==> src/rtl/fsk_tone_gen.sv <==
module fsk_tone_gen #(
  parameter int CLK_HZ     = 3579545,
  parameter int SAMPLE_DIV = 466,
  parameter int PHASE_W    = 24,
  parameter int OUT_W      = 12,
  parameter int LUT_AW     = 6,
  parameter int RAMP_W     = 6
) (
  input  logic                    clk,
  input  logic                    rst_n,
  input  logic                    tx_data,
  input  logic                    orig_sel,
  input  logic                    bell_sel,
  input  logic                    tx_en_n,
  output logic signed [OUT_W-1:0] sample,
  output logic                    sample_stb
);

  localparam int CNT_W     = $clog2(SAMPLE_DIV);
  localparam int AMAX      = 2**(OUT_W-1) - 1;
  localparam int LUT_N     = 2**LUT_AW;
  localparam int IDX_W     = LUT_AW + 2;
  localparam int GAIN_W    = RAMP_W + 1;
  localparam int GAIN_FULL = 2**RAMP_W;
  localparam int PROD_W    = OUT_W - 1 + RAMP_W;

  function automatic logic [PHASE_W-1:0] step_of(input int hz);
    longint num;
    num = longint'(hz) * (longint'(1) << PHASE_W) * longint'(SAMPLE_DIV);
    return PHASE_W'((num + longint'(CLK_HZ / 2)) / longint'(CLK_HZ));
  endfunction

  localparam logic [PHASE_W-1:0] STEP [8] = '{
    step_of(1850), step_of(1650), step_of(1180), step_of(980),
    step_of(2025), step_of(2225), step_of(1070), step_of(1270)
  };

  logic [3:0]          sync1, sync2;
  logic [CNT_W-1:0]    cnt;
  logic [PHASE_W-1:0]  phase;
  logic [GAIN_W-1:0]   gain;
  logic [OUT_W-2:0]    lut [LUT_N];

  wire                 tick  = (cnt == CNT_W'(SAMPLE_DIV - 1));
  wire                 en    = sync2[0];
  wire [PHASE_W-1:0]   inc   = STEP[sync2[3:1]];
  wire [IDX_W-1:0]     k     = phase[PHASE_W-1 -: IDX_W];
  wire [LUT_AW-1:0]    addr  = k[IDX_W-2] ? ~k[LUT_AW-1:0] : k[LUT_AW-1:0];
  wire [OUT_W-2:0]     mag   = lut[addr];
  wire [PROD_W-1:0]    prod  = mag * gain;
  wire [OUT_W-2:0]     scl   = prod[PROD_W-1:RAMP_W];
  wire signed [OUT_W-1:0] pos = $signed({1'b0, scl});

  for (genvar i = 0; i < LUT_N; i++) begin : g_lut
    localparam real ANG = 6.283185307179586 * (real'(i) + 0.5) / real'(4 * LUT_N);
    assign lut[i] = (OUT_W-1)'($rtoi(real'(AMAX) * $sin(ANG) + 0.5));
  end

  always_ff @(posedge clk or negedge rst_n) begin
    if (!rst_n) begin
      sync1 <= '0;
      sync2 <= '0;
    end else begin
      sync1 <= {bell_sel, orig_sel, tx_data, ~tx_en_n};
      sync2 <= sync1;
    end
  end

  always_ff @(posedge clk or negedge rst_n) begin
    if (!rst_n) cnt <= '0;
    else        cnt <= tick ? '0 : cnt + 1'b1;
  end

  always_ff @(posedge clk or negedge rst_n) begin
    if (!rst_n) begin
      phase      <= '0;
      gain       <= '0;
      sample     <= '0;
      sample_stb <= 1'b0;
    end else begin
      sample_stb <= tick;
      if (tick) begin
        sample <= k[IDX_W-1] ? -pos : pos;
        if (en) begin
          gain  <= GAIN_W'(GAIN_FULL);
          phase <= phase + inc;
        end else if (gain != '0) begin
          gain  <= gain - 1'b1;
          phase <= phase + inc;
        end else begin
          phase <= '0;
        end
      end
    end
  end

  a_r1_strobe_single: assert property (@(posedge clk) disable iff (!rst_n)
    sample_stb |=> !sample_stb);

  a_r4_sample_bounded: assert property (@(posedge clk) disable iff (!rst_n)
    sample_stb |-> (sample <= AMAX && sample >= -AMAX));

  a_r5_phase_holds: assert property (@(posedge clk) disable iff (!rst_n)
    !tick |=> $stable(phase));

  a_r6_idle_silent: assert property (@(posedge clk) disable iff (!rst_n)
    (tick && !en && gain == '0) |=> (sample == '0 && phase == '0));

  a_r7_fade_down: assert property (@(posedge clk) disable iff (!rst_n)
    (tick && !en && gain != '0) |=> (gain < $past(gain)));

  a_r8_full_gain: assert property (@(posedge clk) disable iff (!rst_n)
    (tick && en) |=> (gain == GAIN_W'(GAIN_FULL)));

endmodule

==> config.mk <==
export PLATFORM = sky130hd
export DESIGN_NAME = fsk_tone_gen
export DESIGN_NICKNAME = d
export VERILOG_FILES = /design/src/rtl/fsk_tone_gen.sv
export SDC_FILE = /design/constraint.sdc
export NUM_CORES = 1
export LEC_CHECK = 0
export ABC_AREA = 1
export CAP_MARGIN = 40
export CORE_ASPECT_RATIO = 0.6
export CORE_MARGIN = 4
export CORE_UTILIZATION = 25
export CTS_CLUSTER_SIZE = 10
export DETAILED_ROUTE_END_ITERATION = 16
export MAX_ROUTING_LAYER = met4
export RECOVER_POWER = 100
export REMOVE_ABC_BUFFERS = 1
export SKIP_LAST_GASP = 1
export SYNTH_ARGS = -nofsm -noshare
export SYNTH_HDL_FRONTEND = slang
export SYNTH_SLANG_ARGS = --single-unit
==> constraint.sdc <==
create_clock -name clk -period 7.87 [get_ports clk]
set_input_delay 1.574 -clock clk [delete_from_list [all_inputs] [get_ports clk]]
set_output_delay 1.574 -clock clk [all_outputs]
set_load 0.02 [all_outputs]
==> results of run 1 <==
[stage by stage]
stage	cells	instance area [um2]
finish	1406	8020
global placement	1390	7710
global route	1406	8020
floorplan	999	7030
CTS	1406	8050
detailed placement	1390	7710
[critical path, delay by kind of cell, from the launching register on]
kind / cells / cell delay (ns)
AOI/OAI and AO/OA: 4 / 0.69
xor gates and xnor gates: 1 / 0.24
adders and majority gates: 6 / 2.67
buffers and inverters: 6 / 0.95
DFF: 1 / 0.86
and+or+nand+nor: 15 / 1.61
[final timing paths]
kind,slack (ns),to
min in group asynchronous,2.43,sample[10]
min reg2reg,0.35,sync2[1]
max,0.74,sample[8]
min,0.35,sync2[1]
max reg2reg,0.74,sample[8]
max in group asynchronous,3.58,phase[17]
[routing by layer]
metal	vias up	part of all wire
met3	12	0.076
li1	3327	-
met1	3089	0.56
met4	0	0.0048
met2	223	0.36
met5	-	0
[layout by cell type (no fill, tap or decap), types with 5 or more instances in the layout]
cell type,netlist,routed
nand2_1,258,261
inv_1,146,146
nor2_1,108,109
o21ai_0,70,72
a21oi_1,71,71
ha_1,66,66
nand3_1,63,63
dfrtp_1,61,61
fa_1,43,43
dlygate4sd3_1,0,17
nand2_2,17,14
nor3_1,11,11
xnor2_1,10,10
clkbuf_16,0,9
nand4_1,8,8
nor4_1,6,6
xor2_1,5,5
o21a_1,5,5
[layout make-up]
| cell class | count | area share |
|---|---|---|
| clock buffers | 9 | 0.0281 |
| clock inverters | 7 | 0.0133 |
| inverters | 152 | 0.0714 |
| multi-input cells | 786 | 0.614 |
| flip-flops and latches | 61 | 0.190 |
| well taps | 367 | 0.0572 |
| repair buffers | 24 | 0.0260 |
[sequential cells by signal, indices dropped and copies added, names as in the netlist]
register / cells
sample_stb: 1
sync1: 4
sync2: 4
sample: 12
phase: 24
gain: 7
cnt: 9
[power groups by stage]
stage | clock, mW | sequential, mW | combinational, mW
global route | 0.468 | 0.318 | 0.0575
detailed placement | 0 | 0.324 | 0.0494
finish | 0.442 | 0.318 | 0.0491
CTS | 0.452 | 0.318 | 0.0496
global placement | 0 | 0.324 | 0.0490
floorplan | 0 | 0.323 | 0.0318
[cells by family (layout without fill, tap and decap cells)]
kind of cell | after synthesis | in the layout
and+or+nand+nor | 481 | 481
AOI/OAI and AO/OA | 177 | 177
buffers and inverters | 174 | 192
adders and majority gates | 109 | 109
DFF | 61 | 61
xor gates and xnor gates | 19 | 19
[synthesized netlist by cell type, drive strengths merged]
| cell | instances | share of area |
|---|---|---|
| o311ai | 2 | 0.0024 |
| inv | 148 | 0.078 |
| clkbuf | 15 | 0.0079 |
| nand2 | 275 | 0.15 |
| nor2 | 112 | 0.061 |
| o221ai | 2 | 0.0024 |
| a21oi | 72 | 0.051 |
| o21ai | 73 | 0.051 |
| o22ai | 3 | 0.0026 |
| o21bai | 5 | 0.0068 |
| o211ai | 4 | 0.0042 |
| a221oi | 1 | 0.0012 |
| a2bb2oi | 1 | 0.0012 |
| fa | 43 | 0.12 |
| ha | 66 | 0.12 |
| buf | 7 | 0.0089 |
| nand3 | 67 | 0.050 |
| a21o | 2 | 0.0021 |
| a22o | 1 | 0.0012 |
| nor3 | 11 | 0.0077 |
| nor4 | 6 | 0.0052 |
| a41oi | 2 | 0.0024 |
| xnor2 | 13 | 0.022 |
| clkinv | 4 | 0.0021 |
| nor3b | 1 | 0.0010 |
| o221a | 1 | 0.0016 |
| nand4 | 8 | 0.0070 |
| nand3b | 1 | 0.0010 |
| o21a | 5 | 0.0052 |
| dfrtp | 61 | 0.21 |
| xor2 | 6 | 0.010 |
| a221o | 1 | 0.0014 |
| a22oi | 2 | 0.0021 |
==> out/results.txt, run 1 <==
Drt via density - 4.73
Place WS - 0.944 ns
RSZ-0062 raised after global routing - false
Final worst-path cycle share - 0.906
Hold Violations, Final - 0
DRC violations left - 0
Slew headroom - -1.18
Worst setup path start - phase[22]
Reg2Reg Launch Point - phase[22]
Cell Rows - 47
Max VDD drop - 0.000121 V
PortBufs - 18
CTS Sinks - 61
CTS max path bufs - 2
Setup WS post-layout - 0.744 ns
Setup repair bufs after CTS - 0
N_diodes - 0
Hold slack final - 0.349 ns
# hold bufs at CTS - 0
Area of the multi-input gates - 4920 um2
Adder and majority gate portion of the synthesized area - 0.236
Fin crit period - 7.13 ns
Clock latency on the worst-skew pair - 0.34 ns
Outcome - finished, violations left
Max FO, Critical Path - 22
Design Power - 0.809 mW
Multiplexer area fraction after synthesis - 0
Grt ovf - 0
Reg power frac - 0.393
Critical Path Max Stage Delay - 0.86 ns
WHS Path Cells - 0
Die extent in y - 139 um
Reg2Reg Depth - 32
Via Count - 6651
Syn_area_per_cell - 7.01 um2
Clock power share - 0.546
Ports - 19
Register area - 1530 um2
Grt met2 use - 0.157
Psw - 0.196 mW
Most used cell, CP - nand2_1
Startpoint class of the critical path - flop
Starting Density - 0.257
Sequential share of the synthesized area - 0.213
Global-route met1 utilization - 0.217
Dpl hpwl - 15600 um
Switch share - 0.242
Setup TNS - 0 ns
Mapped Cells - 1021
Vias in the first global route - 6243
Post-Route WL - 19600 um
First-pass iteration count of the detailed router - 5
Synth cell types - 49
Compound-Gate Fraction of Synth Area - 0.139
GP Congestion - 0.885
Yosys reg bits - 61
Final Core Density - 0.288
CTS resizes - 0
Final ANT Viol Nets - 0
CP endpoint kind - flop
Filler Cell Count - 3041
Xor and xnor fraction of the mapped netlist area - 0.0322
Grt peak-use layer - met1
Simple-Gate Fraction of Synth Area - 0.283
Number of setup violations in the final report - 0
CTS Root Cell - clkbuf_16
Worst-Margin Slew - 3.27 ns
Gr usage total - 0.131
Number of antenna violations at the first check in global routing - 0
Layout Nets - 1149
Iteration-0 DRC count of the detailed router - 542
Die area - 31500 um2
Min-delay worst type - reg2reg
YS warnings - 0
Final count of pins violating max slew - 103
Static Leak - 4.13 nW
Reg clk slew, reported paths - 0.06 ns
Crit-path slowest cell - dfrtp_1
CP arrival - 7.35 ns
Largest family of logic cells by synthesized area - simple AND/OR/NAND/NOR gates
Cell Int Power - 0.614 mW
Clock skew - 0.00927 ns
Core area - 27900 um2
Global routing usage on met3 - 0.0309
H-tree depth - 3
Layout cell share with drive strength beyond 1 - 0.0481
Gate power share - 0.061
Die width - 226 um
Critical path class - reg2reg
Hold Crit Start - sync1[1]
Pwr dens - 101 nW/um2
CTS tree - yes
Area grow syn2layout - 12.2%
Failing checks - capacitance limit, slew limit
First-pass GRT wire length - 33100 um
FMAX - 0.140 GHz
Largest net degree at the start of global routing - 62
WL/cell - 14.0 um
CTS Buf Count - 9
Synth Cell Area - 7150 um2
Critical path data required time - 8.09 ns
Max-cap check violation count - 2
Power figures use the tool's default switching activity.
==> inputs of run 2 (changes only) <==
- CAP_MARGIN: 40 -> 5
- CORE_UTILIZATION: 25 -> 50
- PLACE_DENSITY: not set -> 0.67
==> out/results.txt, run 2 (synthesized netlist as in run 1, its figures left out) <==
N_diodes - 0 (unchanged)
Layout Nets - 1149 (unchanged)
CTS max path bufs - 2 (unchanged)
Die extent in y - 101 um (-28%)
Iteration-0 DRC count of the detailed router - 567 (+4.6%)
Final Instance Area - 7780 um2 (-3.0%)
Core area - 13800 um2 (-50%)
Vias in the first global route - 6298 (+0.88%)
Critical path data required time - 8.08 ns (about the same)
WL/cell - 15.3 um (+9.4%)
Most used cell, CP - nand2_1
Static Leak - 4.11 nW (-0.41%)
H-tree depth - 3 (unchanged)
Hold Violations, Final - 0 (unchanged)
Ports - 19 (unchanged)
CTS Sinks - 61 (unchanged)
Final worst-path cycle share - 0.901 (-0.00403)
Fin crit period - 7.09 ns (-0.0317 ns)
Area grow syn2layout - 8.78%
DRC violations left - 0 (unchanged)
# hold bufs at CTS - 0 (unchanged)
GP Congestion - 0.964 (+8.9%)
Buf/Inv on CP - 6 (unchanged)
First-pass iteration count of the detailed router - 6 (+1)
Number of setup violations in the final report - 0 (unchanged)
Max FO, Critical Path - 22 (unchanged)
Final Core Density - 0.563 (+0.275)
CTS Buf Count - 9 (unchanged)
CTS tree - yes
First-pass GRT wire length - 31900 um (-3.6%)
Setup TNS - 0 ns (unchanged)
CTS resizes - 0 (unchanged)
Clock skew - 0.00448 ns (-0.00478 ns)
Top reg by flops - phase
Startpoint class of the critical path - flop
Most frequent cells in the layout - nand2_1 (261), inv_1 (146), nor2_1 (108)
Failing checks - capacitance limit, slew limit
Final ANT Viol Nets - 0 (unchanged)
Commonest non-fill, non-tap cell in the layout - nand2_1
Critical path class - reg2reg
PortBufs - 18 (unchanged)
Crit-path leading delay family - adder cells
Setup repair bufs after CTS - 0 (unchanged)
RSZ-0062 raised after global routing - false
Die width - 162 um (-28%)
CP arrival - 7.31 ns (-0.04 ns)
Max reg flops - 24 (unchanged)
Max VDD drop - 0.0000888 V (-27%)
Cell Rows - 33 (-30%)
Hold slack final - 0.346 ns (-0.00266 ns)
Largest net degree at the start of global routing - 62 (unchanged)
Die area - 16300 um2 (-48%)
Outcome - finished, violations left
Starting Density - 0.517 (+0.261)
Clock latency on the worst-skew pair - 0.33 ns (about the same)
Largest regs - phase x24, sample x12, cnt x9
Crit-path slowest cell - dfrtp_1
Pwr dens - 98.6 nW/um2 (-2.3%)
Min-delay worst type - reg2reg
Slew headroom - -1.20 (-0.0178)
Drt via density - 5.35 (+13%)
DP Area - 7490 um2 (-2.8%)
CTS Root Cell - clkbuf_16
Via Count - 6588 (-0.95%)
Gr usage total - 0.248 (+0.118)
Worst-Margin Slew - 3.30 ns (+0.0267 ns)
Critical Path Max Stage Delay - 0.58 ns (-0.28 ns)
FMAX - 0.141 GHz (+0.45%)
Final count of pins violating max slew - 104 (+0.97%)
Max-cap check violation count - 2 (unchanged)
Number of antenna violations at the first check in global routing - 0 (unchanged)
Layout cell share with drive strength beyond 1 - 0.0491 (+0.000962)
Grt ovf - 0 (unchanged)
CP endpoint kind - flop
Dpl hpwl - 14900 um (-4.4%)
Reg clk slew, reported paths - 0.06 ns (about the same)
Post-Route WL - 18800 um (-4.2%)
[run 2: cell types whose count changed in the layout (fill, tap and decap cells not counted)]
cell / before / now
clkinv_4: 2 / 3
nor2_1: 109 / 108
o21ai_1: 1 / 2
nor2_2: 2 / 3
clkinvlp_4: 0 / 1
o21ai_0: 72 / 71
bufinv_16: 2 / 1
inv_8: 1 / 0
[run 2: per-stage QoR]
stage                     power [mW]  cells  setup WS, ns
after floorplan                0.355    999          1.61
after global placement         0.373   1215          1.01
after detailed placement       0.374   1215         0.967
after CTS                      0.780   1231         0.914
after global routing           0.806   1231         0.129
final                          0.767   1231         0.775
[run 2: final timing paths]
check,start,endpoint,slack [ns],depth (start not counted)
hold reg to reg,sync1[3],sync2[3],0.35,0
setup reg to reg,phase[22],sample[8],0.78,32
setup / recovery,phase[22],sample[8],0.78,32
hold / removal,sync1[3],sync2[3],0.35,0
max in group asynchronous,rst_n,phase[16],3.56,2
min in group asynchronous,rst_n,cnt[4],2.45,2
[run 2: where the power goes]
part	internal, mW	total, mW	switching, mW
clock	0.249	0.399	0.151
combinational	0.0152	0.0495	0.0343
sequential	0.316	0.318	0.00252
[run 2: final cells by class]
class	count	area, um2
Tap cell	192	240
Clock buffer	9	225
Fill cell	1333	6050
Timing Repair Buffer	24	209
Inverter	152	573
Multi-Input combinational cell	786	4930
Clock inverter	7	81.3
Sequential cell	61	1530
[run 2: layer usage]
layer	track usage	vias to the layer above	routed length, um
met5	-	-	0
met4	0.0364	0	70
met3	0.0793	13	1800
met2	0.310	254	6820
met1	0.390	2998	10100
li1	-	3323	-
